$ cat config.mk
export PLATFORM = sky130hd
export DESIGN_NAME = uart_frame_tx
export DESIGN_NICKNAME = d
export VERILOG_FILES = /design/src/rtl/uftx_pkg.sv /design/src/rtl/uftx_cfg_decode.sv /design/src/rtl/uftx_baud_gen.sv /design/src/rtl/uftx_serializer.sv /design/src/rtl/uart_frame_tx.sv
export SDC_FILE = /design/constraint.sdc
export NUM_CORES = 1
export LEC_CHECK = 0
export BUFFER_PORTS_ARGS = -buffer_cell sky130_fd_sc_hd__buf_4
export CAP_MARGIN = 20
export CORE_MARGIN = 2
export CORE_UTILIZATION = 35
export CTS_CLUSTER_SIZE = 20
export DETAILED_ROUTE_END_ITERATION = 12
export SYNTH_ARGS = -nofsm -noshare
export SYNTH_HDL_FRONTEND = slang
export SYNTH_HIERARCHICAL = 1
export SYNTH_SLANG_ARGS = --single-unit
$ cat constraint.sdc
create_clock -name clk -period 4.7 [get_ports clk]
set_input_delay 0.47 -clock clk [delete_from_list [all_inputs] [get_ports clk]]
set_output_delay 0.47 -clock clk [all_outputs]
set_load 0.01 [all_outputs]
$ cat src/rtl/uftx_pkg.sv
package uftx_pkg;

  localparam int DATA_W   = 9;
  localparam int BAUD_W   = 16;
  localparam int MAX_STOP = 2;
  localparam int FRAME_W  = 1 + DATA_W + 1 + MAX_STOP;
  localparam int LEN_W    = $clog2(FRAME_W + 1);
  localparam int NB_W     = $clog2(DATA_W + 1);
  localparam logic [BAUD_W-1:0] MIN_BAUD = BAUD_W'(16);

  typedef struct packed {
    logic [NB_W-1:0] nbits;
    logic            par_en;
    logic            par_odd;
    logic            two_stop;
  } frame_shape_t;

  // word-length code to data bit count; 0 marks the illegal code
  function automatic logic [NB_W-1:0] wlen_bits(input logic [1:0] code);
    case (code)
      2'b00:   return NB_W'(8);
      2'b01:   return NB_W'(9);
      2'b10:   return NB_W'(7);
      default: return NB_W'(0);
    endcase
  endfunction

  function automatic logic cfg_legal(input logic [1:0] wl, input logic [1:0] stop,
                                     input logic over8, input logic [BAUD_W-1:0] baud);
    logic ok;
    ok = (wl != 2'b11);
    ok = ok && (stop == 2'b00 || stop == 2'b10);
    ok = ok && (baud >= MIN_BAUD);
    ok = ok && !(over8 && baud[3]);
    return ok;
  endfunction

  // bit time in clock cycles
  function automatic logic [BAUD_W-1:0] bit_period(input logic over8,
                                                   input logic [BAUD_W-1:0] baud);
    if (over8) return BAUD_W'({baud[BAUD_W-1:4], baud[2:0]});
    return baud;
  endfunction

  function automatic logic [LEN_W-1:0] frame_len(input frame_shape_t s);
    return LEN_W'(1) + LEN_W'(s.nbits) + LEN_W'(s.par_en) +
           (s.two_stop ? LEN_W'(2) : LEN_W'(1));
  endfunction

  // whole frame, first bit on the line in position 0, padded with ones
  function automatic logic [FRAME_W-1:0] build_frame(input frame_shape_t s,
                                                     input logic [DATA_W-1:0] d);
    logic [FRAME_W-1:0] v;
    logic p;
    v    = '1;
    v[0] = 1'b0;
    p    = s.par_odd;
    for (int i = 0; i < DATA_W; i++) begin
      if (i < int'(s.nbits)) begin
        v[i+1] = d[i];
        p      = p ^ d[i];
      end
    end
    if (s.par_en) v[int'(s.nbits)+1] = p;
    return v;
  endfunction

endpackage

$ cat src/rtl/uftx_cfg_decode.sv
module uftx_cfg_decode
  import uftx_pkg::*;
(
  input  logic [1:0]        wlen,
  input  logic              par_en,
  input  logic              par_odd,
  input  logic [1:0]        stop,
  input  logic              over8,
  input  logic [BAUD_W-1:0] baud,
  output frame_shape_t      shape,
  output logic [BAUD_W-1:0] period,
  output logic              legal
);

  always_comb begin
    shape.nbits    = wlen_bits(wlen);
    shape.par_en   = par_en;
    shape.par_odd  = par_odd;
    shape.two_stop = stop[1];
    period         = bit_period(over8, baud);
    legal          = cfg_legal(wlen, stop, over8, baud);
  end

endmodule

$ cat src/rtl/uftx_baud_gen.sv
module uftx_baud_gen #(
  parameter int CNT_W = 16
) (
  input  logic             clk,
  input  logic             rst_n,
  input  logic             restart,
  input  logic             run,
  input  logic [CNT_W-1:0] load_period,
  output logic             tick
);

  logic [CNT_W-1:0] period_q;
  logic [CNT_W-1:0] cnt_q;

  always_ff @(posedge clk or negedge rst_n) begin
    if (!rst_n) begin
      period_q <= '0;
      cnt_q    <= '0;
    end else if (restart) begin
      period_q <= load_period;
      cnt_q    <= load_period - CNT_W'(1);
    end else if (run) begin
      if (cnt_q == '0) cnt_q <= period_q - CNT_W'(1);
      else             cnt_q <= cnt_q - CNT_W'(1);
    end
  end

  assign tick = run && !restart && (cnt_q == '0);

  AST_CNT_BELOW_PERIOD: assert property (@(posedge clk) disable iff (!rst_n)
    run |-> (cnt_q < period_q));

  AST_PERIOD_HELD: assert property (@(posedge clk) disable iff (!rst_n)
    (run && $past(run) && !$past(restart) && !restart) |-> $stable(period_q));

endmodule

$ cat src/rtl/uftx_serializer.sv
module uftx_serializer
  import uftx_pkg::*;
(
  input  logic              clk,
  input  logic              rst_n,
  input  logic              load,
  input  frame_shape_t      shape,
  input  logic [DATA_W-1:0] data,
  input  logic              tick,
  output logic              line,
  output logic              busy,
  output logic              frame_end
);

  logic [FRAME_W-1:0] shreg_q;
  logic [LEN_W-1:0]   left_q;
  logic               busy_q;

  assign frame_end = busy_q && tick && (left_q == LEN_W'(1));

  always_ff @(posedge clk or negedge rst_n) begin
    if (!rst_n) begin
      shreg_q <= '1;
      left_q  <= '0;
      busy_q  <= 1'b0;
    end else if (load) begin
      shreg_q <= build_frame(shape, data);
      left_q  <= frame_len(shape);
      busy_q  <= 1'b1;
    end else if (busy_q && tick) begin
      shreg_q <= {1'b1, shreg_q[FRAME_W-1:1]};
      left_q  <= left_q - LEN_W'(1);
      if (left_q == LEN_W'(1)) busy_q <= 1'b0;
    end
  end

  assign line = busy_q ? shreg_q[0] : 1'b1;
  assign busy = busy_q;

  AST_IDLE_HIGH: assert property (@(posedge clk) disable iff (!rst_n)
    !busy_q |-> line);

  AST_LOAD_ONLY_IDLE: assert property (@(posedge clk) disable iff (!rst_n)
    load |-> !busy_q);

endmodule

$ cat src/rtl/uart_frame_tx.sv
module uart_frame_tx
  import uftx_pkg::*;
(
  input  logic              clk,
  input  logic              rst_n,
  input  logic [8:0]        tx_data,
  input  logic              tx_start,
  input  logic [1:0]        cfg_wlen,
  input  logic              cfg_par_en,
  input  logic              cfg_par_odd,
  input  logic [1:0]        cfg_stop,
  input  logic              cfg_over8,
  input  logic [15:0]       cfg_baud,
  output logic              tx_line,
  output logic              tx_done,
  output logic              cfg_err
);

  frame_shape_t      shape;
  logic [BAUD_W-1:0] period;
  logic              legal;
  logic              busy;
  logic              tick;
  logic              frame_end;
  logic              accept;
  logic              refuse;
  logic              done_q;
  logic              err_q;

  uftx_cfg_decode u_decode (
    .wlen    (cfg_wlen),
    .par_en  (cfg_par_en),
    .par_odd (cfg_par_odd),
    .stop    (cfg_stop),
    .over8   (cfg_over8),
    .baud    (cfg_baud),
    .shape   (shape),
    .period  (period),
    .legal   (legal)
  );

  // request events, brought out for the checks below
  assign accept = tx_start && !busy && legal;
  assign refuse = tx_start && !busy && !legal;

  uftx_baud_gen #(.CNT_W(BAUD_W)) u_baud (
    .clk         (clk),
    .rst_n       (rst_n),
    .restart     (accept),
    .run         (busy),
    .load_period (period),
    .tick        (tick)
  );

  uftx_serializer u_ser (
    .clk       (clk),
    .rst_n     (rst_n),
    .load      (accept),
    .shape     (shape),
    .data      (tx_data),
    .tick      (tick),
    .line      (tx_line),
    .busy      (busy),
    .frame_end (frame_end)
  );

  always_ff @(posedge clk or negedge rst_n) begin
    if (!rst_n) begin
      done_q <= 1'b0;
      err_q  <= 1'b0;
    end else begin
      done_q <= frame_end;
      if (accept)      err_q <= 1'b0;
      else if (refuse) err_q <= 1'b1;
    end
  end

  assign tx_done = done_q;
  assign cfg_err = err_q;

  AST_REFUSE_STAYS_IDLE: assert property (@(posedge clk) disable iff (!rst_n)
    refuse |=> (!busy && tx_line && cfg_err));

  AST_START_BIT_LOW: assert property (@(posedge clk) disable iff (!rst_n)
    accept |=> (busy && !tx_line));

  AST_DONE_SINGLE: assert property (@(posedge clk) disable iff (!rst_n)
    tx_done |=> !tx_done);

  AST_DONE_AT_END: assert property (@(posedge clk) disable iff (!rst_n)
    tx_done |-> ($past(busy) && !busy));

  AST_BUSY_IGNORES_START: assert property (@(posedge clk) disable iff (!rst_n)
    (busy && tx_start && !frame_end) |=> busy);

endmodule

==> results of run 1 <==
## per-layer routing
metal / vias up / track usage / share of wire
met5: - / 0 / 0
met4: 0 / 0.0443 / 0.0092
met3: 6 / 0.0261 / 0.042
met2: 68 / 0.262 / 0.45
met1: 1553 / 0.240 / 0.49
li1: 1587 / - / -
## cells in the final DEF, fill, tap and decap left out, types with 3 or more instances in the layout
cell type  instances
nand4_1            5
mux2_2            19
xnor2_1            8
xor2_1             5
a31o_1             3
dfstp_2           13
a211oi_1           5
nand2_1           37
a211o_1            4
nand3_1            4
inv_1             23
ha_1              12
nor3_1             5
buf_4             42
or2_2              4
dfrtp_1           39
o22ai_1            5
o211ai_1           3
o21ai_0           30
a31oi_1           17
nor4_1             7
mux2i_1            5
o21a_1             4
clkbuf_8           5
a21oi_1           22
or3_1              6
nand2b_1           8
o21ai_1            3
and3_1             4
a21o_1             3
nor2_1            45
## final cells by class
type	instances	area, µm²	area share
Clock buffer	6	93.8	0.0217
Clock inverter	2	12.5	0.00289
Tap cell	140	175	0.0405
Timing Repair Buffer	42	315	0.0729
Sequential cell	52	1320	0.305
Multi-Input combinational cell	326	2330	0.538
Inverter	23	86.3	0.0200
## state kept, by name, summed over array words and instances, names as in the netlist
signal	count
u_baud/cnt_q	16
cfg_err	1
u_baud/period_q	16
u_ser/left_q	4
u_ser/shreg_q	13
tx_done	1
u_ser/busy	1
## worst max path at each step
stage,cells after the start,endpoint
global placement,14,u_baud/cnt_q[8]
finish,14,u_baud/cnt_q[8]
global route,14,u_baud/cnt_q[8]
floorplan,17,u_baud/cnt_q[8]
CTS,14,u_baud/cnt_q[8]
detailed placement,14,u_baud/cnt_q[8]
## cells by family (layout without fill, tap and decap cells)
family	Yosys count	in the layout
compound gates	122	122
buf+inv	54	73
mux	26	26
xor+xnor	16	16
flops	52	52
fa+ha+maj	14	14
simple gates	148	148
## power by group
group | switching [mW] | internal [mW]
clock | 0.159 | 0.137
combinational | 0.271 | 0.252
sequential | 0.120 | 0.546
total | 0.550 | 0.935
## stage by stage
step	power, mW	hold WS, ns	worst slack [ns]
final	1.48	0.187	1.15
after global routing	1.58	0.241	0.885
after CTS	1.49	0.218	1.23
after detailed placement	1.19	0.462	0.886
after global placement	1.18	0.462	1.02
after floorplan	1.04	0.174	0.924
## critical path, stage by stage
cell,delay (ns)
buf_4,0.12
ha_1,0.22
a211o_2,0.27
a31oi_1,0.14
inv_1,0.09
nor2_4,0.65
nor2_1,0.11
a21oi_1,0.22
ha_1,0.24
inv_1,0.08
a211oi_4,0.45
nand2_1,0.19
or3_1,0.34
a31oi_1,0.16
==> flow_summary_export.csv, run 1 <==
group,metric,value,unit
clocking,path_clk_slew,0.10,ns
synthesis,yosys.area_share.adder,0.0463,
sta,fmax,0.281,GHz
synthesis,yosysTopAreaCell,"dfrtp_1",
synthesis,ys_seq_area_frac,0.336,
synthesis,synth_most_common_cell,"nor2_1",
grt,grt_usage,0.167,
status,outcome,"finished, final reports clean",
finish,finalInstanceArea,4330,µm²
clocking,clk_latency,0.31,ns
finish,fin_nets,498,
synthesis,synthSimpleGateAreaFrac,0.205,
critical_path,r2r_start,"u_ser/busy",
clocking,numCtsBuffers,5,
grt,grt_max_degree,53,
finish,fin_util,0.397,
critical_path,crit_type,"in2reg",
critical_path,r2r_end,"u_baud/cnt_q[8]",
placed_design,port_buffers,37,
detailed_routing,drtPass1Iterations,4,
sta,min_period,3.55,ns
floorplan,die_width,110,µm
clocking,cts_htree_levels,2,
finish,fillCellCount,1082,
floorplan,die_h,110,µm
finish,drive_gt1_frac,0.257,
placed_design,place_inst,583,
clocking,root_buffer,"clkbuf_8",
placed_design,gp_congestion,0.818,
floorplan,io_pins,38,
finish,syn2layout_area_growth,10.4,%
critical_path,cp-startpoint,"cfg_wlen[0]",
synthesis,synthCells,432,
clocking,cts_sinks,52,
sta,worstMarginPinSlew,1.02,ns
synthesis,yosysWarnings,6,
sta,setup_tns,0,ns
synthesis,synth-compound-area-share,0.220,
detailed_routing,antenna_left,0,
placed_design,hpwlAfterDp,7050,µm
critical_path,worst_setup_path_start_kind,"input pin",
grt,grt_pass1_wl,15800,µm
detailed_routing,num_vias,3214,
grt,antenna_found_initial,0,
synthesis,synth_top_area_frac,0.249,
critical_path,worstPathArrival,3.79,ns
critical_path,crit_required,4.93,ns
sta,setup_violations,0,
power_and_ir_drop,powerDensity,343,nW/µm²
grt,grt_pass1_vias,3103,
sta,period_share,0.756,
sta,rsz0062_at_grt,"no",
power_and_ir_drop,peakVddDrop,155,µV
grt,grt_overflow,0,
synthesis,synth.area.top_cells,"dfrtp_1, dfstp_2, mux2_2",
job,max-cap-violations,0,
floorplan,fp.coreArea,10900,µm²
synthesis,synth_edf_count,0,
sta,slew_violations,0,
clocking,hold_buffers,0,
floorplan,die-area,12100,µm²
synthesis,yosysUniqueCellTypes,76,
synthesis,synth.avg_cell_area,9.07,µm²
synthesis,synth_xor_xnor_area_share,0.0450,
detailed_routing,vias_per_cell,5.44,
floorplan,initial_utilization,0.360,
sta,final_hold_viol_count,0,
critical_path,worstRegToRegCells,10,
clocking,cts_setup_buffers,0,
hold_path,min_path_type,"in2async",
synthesis,syn_nets,480,
finish,num_antenna_cells,0,
synthesis,synth_top_family_by_area,"compound AO/OA/AOI/OAI gates",
synthesis,async_flop_share,1.00,
synthesis,synth_common_cells,"nor2_1, dfrtp_1, nand2_1",
critical_path,end_kind,"register",
finish,fin_cells,591,
detailed_routing,wl_per_cell,16.4,µm
detailed_routing,drtIter0Drc,118,
clocking,ctsResizeCount,0,
critical_path,worstPathMaxFanout,40,
synthesis,ys_ff_latch,52,
power_and_ir_drop,cellLeakagePower,1.86,nW
synthesis,synth.mux.area_fraction,0.0750,
synthesis,ys.flop_type,"dfrtp_1",
floorplan,num_rows,38,
critical_path,reg2reg_slack,1.51,ns
sta,skew,0.00890,ns
clocking,cts_tree,"done",
sta,relSlewSlack,0.315,
detailed_routing,wl,9710,µm
detailed_routing,drc,0,
placed_design,dpl_cell_area,4220,µm²
clocking,clk_path_buf_depth,2,
synthesis,synthesis.area,3920,µm²
No activity file was read; power rests on OpenSTA's default activity.
==> inputs of run 2 (changes only) <==
Clock period 4.7 ns to 3.1 ns, I/O delays scaled along.
==> flow_summary_export.csv, run 2 (synthesis gave the netlist of run 1 again) <==
group,metric,value,unit
status,outcome,"finished, final reports clean",
grt,grt_pass1_wl,15700,µm
sta,period_share,0.947,
finish,reg_top3,"u_baud/cnt_q x16, u_baud/period_q x16, u_ser/shreg_q x13",
job,max-cap-violations,0,
sta,setup_tns,0,ns
sta,relSlewSlack,0.452,
detailed_routing,wl,9550,µm
critical_path,crit_required,3.30,ns
sta,rsz0062_at_grt,"no",
clocking,path_clk_slew,0.10,ns
power_and_ir_drop,peakVddDrop,276,µV
floorplan,io_pins,38,
detailed_routing,drc,0,
sta,final_hold_viol_count,0,
power_and_ir_drop,combPwrFrac,0.358,
finish,final_common_cell,"buf_4",
finish,drive_gt1_frac,0.274,
placed_design,port_buffers,37,
detailed_routing,antenna_left,0,
sta,worstMarginPinSlew,0.819,ns
clocking,numCtsBuffers,5,
power_and_ir_drop,p_switching,0.829,mW
detailed_routing,num_vias,3260,
sta,whs,0.0364,ns
grt,grt_usage,0.164,
detailed_routing,wl_per_cell,15.9,µm
clocking,clk_latency,0.31,ns
grt,antenna_found_initial,0,
critical_path,worst_setup_path_start_kind,"input pin",
clocking,cts_htree_levels,2,
floorplan,num_rows,38,
clocking,ctsResizeCount,0,
finish,num_antenna_cells,0,
critical_path,crit_type,"in2reg",
sta,slew_violations,0,
sta,min_period,2.94,ns
floorplan,die_width,110,µm
critical_path,r2r_end,"u_baud/cnt_q[10]",
placed_design,gp_congestion,0.867,
detailed_routing,drtPass1Iterations,5,
power_and_ir_drop,intPower,1.43,mW
critical_path,reg2reg_slack,0.49,ns
floorplan,die_h,110,µm
clocking,cts_tree,"done",
floorplan,fp.coreArea,10900,µm²
finish,fin_nets,507,
clocking,cts_setup_buffers,0,
clocking,root_buffer,"clkbuf_8",
critical_path,r2r_start,"u_baud/cnt_q[3]",
floorplan,initial_utilization,0.360,
sta,setup_violations,0,
placed_design,hpwlAfterDp,7030,µm
hold_path,min_path_type,"in2async",
power_and_ir_drop,powerDensity,514,nW/µm²
power_and_ir_drop,sw_frac_of_total,0.367,
power_and_ir_drop,power_frac_seq,0.445,
sta,fmax,0.341,GHz
critical_path,worstPathMaxFanout,26,
finish,layout_common_cells,"buf_4, nor2_1, dfrtp_1",
finish,finalInstanceArea,4400,µm²
critical_path,end_kind,"register",
clocking,cts_sinks,52,
power_and_ir_drop,clkPwrFrac,0.196,
placed_design,dpl_cell_area,4290,µm²
detailed_routing,drtIter0Drc,205,
clocking,hold_buffers,0,
clocking,clk_path_buf_depth,2,
floorplan,die-area,12100,µm²
critical_path,worstRegToRegCells,12,
detailed_routing,vias_per_cell,5.43,
grt,grt_overflow,0,
grt,grt_pass1_vias,3114,
finish,syn2layout_area_growth,12.2,%
grt,grt_max_degree,53,
power_and_ir_drop,cellLeakagePower,1.91,nW
sta,skew,0.0115,ns
critical_path,worstPathArrival,3.14,ns
[run 2: worst max-delay path by stage]
stage,cells after the start,end,startpoint
2_1_floorplan,17,u_baud/cnt_q[8],cfg_wlen[0]
4_1_cts,12,u_baud/cnt_q[9],cfg_baud[11]
5_1_grt,12,u_baud/cnt_q[9],cfg_baud[10]
3_3_place_gp,12,u_baud/cnt_q[9],cfg_baud[11]
6_report,12,u_baud/cnt_q[9],cfg_baud[10]
3_5_place_dp,12,u_baud/cnt_q[9],cfg_baud[11]
[run 2: area by class of cell]
cell class,instances,area (µm²)
Timing Repair Buffer,51,383
Clock inverter,2,11.3
Tap cell,140,175
Multi-Input combinational cell,326,2330
Fill cell,1073,6490
Sequential cell,52,1320
Inverter,23,86.3
Clock buffer,6,93.8
[run 2: power groups by stage]
stage          clock network [mW]  registers (mW)  logic, mW
2_1_floorplan                   0           0.963      0.623
3_3_place_gp                    0            1.02      0.791
3_5_place_dp                    0            1.02      0.802
4_1_cts                     0.459            1.01      0.810
5_1_grt                     0.483            1.03      0.904
6_report                    0.444            1.01      0.809
[run 2: critical path, cell delays in order]
cell,delay [ns]
buf_4,0.12
nor4_1,0.55
a31oi_1,0.17
inv_1,0.14
nor2_4,0.08
buf_4,0.22
or4_4,0.56
o31ai_4,0.09
o311a_4,0.26
and4bb_4,0.26
xnor2_1,0.09
mux2_4,0.27
[run 2: through the flow]
| step | power, mW | cells | utilization | worst slack (ns) |
|---|---|---|---|---|
| after detailed placement | 1.82 | 592 | 0.394 | -0.104 |
| after CTS | 2.27 | 600 | 0.404 | 0.216 |
| after global placement | 1.81 | 592 | 0.394 | -0.0879 |
| final | 2.26 | 600 | 0.404 | 0.165 |
| after global routing | 2.41 | 600 | 0.404 | 0.107 |
| after floorplan | 1.59 | 432 | - | 0.00540 |
[run 2: per-layer routing]
layer  global-route usage  vias up  wire [µm]
li1                     -     1597          -
met3               0.0231        9        385
met5                    0        -          0
met1                0.226     1582       4550
met4               0.0344        0        108
met2                0.274       72       4510
==> inputs of run 3 (changes only) <==
Settings changed: SYNTH_HIERARCHICAL 1 to not set.
==> flow_summary_export.csv, run 3 <==
group,metric,value,unit
floorplan,num_rows,36,
floorplan,fp.coreArea,9770,µm²
clocking,cts_sinks,52,
sta,setup_violations,0,
power_and_ir_drop,clkPwrFrac,0.185,
job,max-cap-violations,0,
grt,grt_usage,0.165,
synthesis,ys_seq_area_frac,0.375,
floorplan,die_h,104,µm
finish,layout_common_cells,"nand2_1, buf_4, dfrtp_1",
synthesis,yosysTopAreaCell,"dfrtp_1",
finish,syn2layout_area_growth,15.9,%
synthesis,syn_nets,439,
critical_path,end_kind,"register",
grt,grt_max_degree,53,
sta,relSlewSlack,0.556,
synthesis,yosysUniqueCellTypes,66,
power_and_ir_drop,intPower,1.65,mW
synthesis,async_flop_share,1.00,
synthesis,synth_edf_count,0,
critical_path,crit_type,"reg2reg",
sta,skew,0.00742,ns
detailed_routing,num_vias,2995,
sta,setup_tns,0,ns
sta,min_period,2.82,ns
synthesis,ys_ff_latch,52,
power_and_ir_drop,combPwrFrac,0.366,
synthesis,synth_top_area_frac,0.278,
critical_path,r2r_start,"u_baud.cnt_q[13]",
clocking,path_clk_slew,0.10,ns
finish,fillCellCount,981,
clocking,cts_setup_buffers,0,
detailed_routing,drtIter0Drc,95,
grt,grt_pass1_vias,2946,
power_and_ir_drop,cellLeakagePower,1.73,nW
floorplan,die_width,104,µm
finish,fin_nets,475,
finish,multi_input_area,2060,µm²
detailed_routing,drtPass1Iterations,4,
sta,final_hold_viol_count,0,
sta,rsz0062_at_grt,"no",
synthesis,synthesis.area,3510,µm²
critical_path,worst_setup_path_start_kind,"register",
clocking,clk_latency,0.31,ns
synthesis,synth_common_cells,"nand2_1, dfrtp_1, nor2_1",
synthesis,synth.area.top_cells,"dfrtp_1, dfstp_2, nand2_1",
synthesis,synthCells,388,
finish,fin_util,0.416,
power_and_ir_drop,powerDensity,638,nW/µm²
critical_path,worstRegToRegCells,11,
finish,num_antenna_cells,0,
critical_path,worstPathArrival,3.01,ns
grt,antenna_found_initial,0,
detailed_routing,antenna_left,0,
detailed_routing,wl,8730,µm
grt,grt_overflow,0,
detailed_routing,vias_per_cell,5.37,
critical_path,reg2reg_slack,0.28,ns
finish,reg_top3,"u_baud.cnt_q x16, u_baud.period_q x16, u_ser.shreg_q x13",
placed_design,hpwlAfterDp,6540,µm
floorplan,io_pins,38,
synthesis,yosysWarnings,0,
placed_design,port_buffers,37,
power_and_ir_drop,power_frac_seq,0.448,
critical_path,r2r_end,"u_baud.cnt_q[8]",
power_and_ir_drop,p_switching,0.942,mW
clocking,root_buffer,"clkbuf_8",
critical_path,worstPathMaxFanout,5,
finish,final_common_cell,"nand2_1",
clocking,ctsResizeCount,0,
sta,slew_violations,0,
clocking,numCtsBuffers,5,
floorplan,die-area,10800,µm²
clocking,cts_htree_levels,2,
clocking,cts_tree,"done",
power_and_ir_drop,peakVddDrop,230,µV
power_and_ir_drop,sw_frac_of_total,0.363,
hold_path,min_path_type,"in2async",
sta,period_share,0.909,
clocking,clk_path_buf_depth,2,
sta,fmax,0.355,GHz
detailed_routing,drc,0,
synthesis,ys.flop_type,"dfrtp_1",
status,outcome,"finished, final reports clean",
detailed_routing,wl_per_cell,15.6,µm
clocking,hold_buffers,0,
synthesis,synth.avg_cell_area,9.05,µm²
placed_design,gp_congestion,0.889,
finish,regArea,1320,µm²
finish,drive_gt1_frac,0.202,
grt,grt_pass1_wl,14700,µm
floorplan,initial_utilization,0.359,
synthesis,synth_most_common_cell,"nand2_1",
critical_path,crit_required,3.29,ns
sta,worstMarginPinSlew,0.650,ns
## run 3: cell type report
class                           count  area share
Inverter                           12      0.0111
Multi-Input combinational cell    304       0.506
Tap cell                          133      0.0409
Timing Repair Buffer               49      0.0904
Sequential cell                    52       0.324
Clock inverter                      2     0.00953
Clock buffer                        6      0.0178
## run 3: power groups by stage
stage	Combinational, mW	Clock [mW]	Sequential [mW]
CTS	0.956	0.491	1.16
global placement	0.930	0	1.17
detailed placement	0.951	0	1.17
finish	0.951	0.480	1.16
floorplan	0.700	0	1.12
global route	1.07	0.521	1.20
## run 3: worst max-delay path by stage
| stage | startpoint | to |
|---|---|---|
| finish | u_baud.cnt_q[13] | u_baud.cnt_q[8] |
| global placement | cfg_baud[15] | u_baud.cnt_q[14] |
| detailed placement | cfg_baud[15] | u_baud.cnt_q[14] |
| CTS | u_baud.cnt_q[13] | u_baud.cnt_q[8] |
| floorplan | cfg_wlen[0] | u_baud.cnt_q[14] |
| global route | u_ser.busy | u_baud.cnt_q[14] |
## run 3: through the flow
stage / power, mW / hold slack [ns] / instances / setup WS [ns] / cell area [µm²]
2_1_floorplan: 1.82 / 0.0144 / 388 / 0.00137 / 3510
3_3_place_gp: 2.10 / 0.384 / 550 / 0.142 / 3960
3_5_place_dp: 2.12 / 0.387 / 550 / 0.109 / 3960
4_1_cts: 2.61 / 0.0462 / 558 / 0.274 / 4070
5_1_grt: 2.80 / 0.0672 / 558 / 0.00596 / 4070
6_report: 2.59 / 0.0317 / 558 / 0.281 / 4070
## run 3: cells by family (layout without fill, tap and decap cells)
family	after synthesis	count (layout)	synth area share
buffers and inverters	32	69	0.0378
AO/OA/AOI/OAI	105	105	0.210
XOR/XNOR	19	19	0.0595
multiplexers	17	17	0.0492
AND/OR/NAND/NOR	147	147	0.209
adder cells (fa/ha/maj)	16	16	0.0592
flip-flops	52	52	0.375
## run 3: critical path, stage by stage (launching register included)
cell and delay, ns:
dfrtp_1 0.42, or4_4 0.60, nor4_1 0.30, nor2_1 0.11, o21a_1 0.20, ha_1 0.23
nor3b_1 0.15, mux2i_1 0.17, buf_4 0.17, a21oi_1 0.05, xnor2_1 0.20, a21oi_1 0.09
## run 3: layer usage
metal	wire length, µm	track usage	up-vias	share of wire
met4	147	0.0463	0	0.017
li1	-	-	1477	-
met3	302	0.0238	13	0.035
met1	4060	0.225	1440	0.47
met5	0	0	-	0
met2	4210	0.273	65	0.48
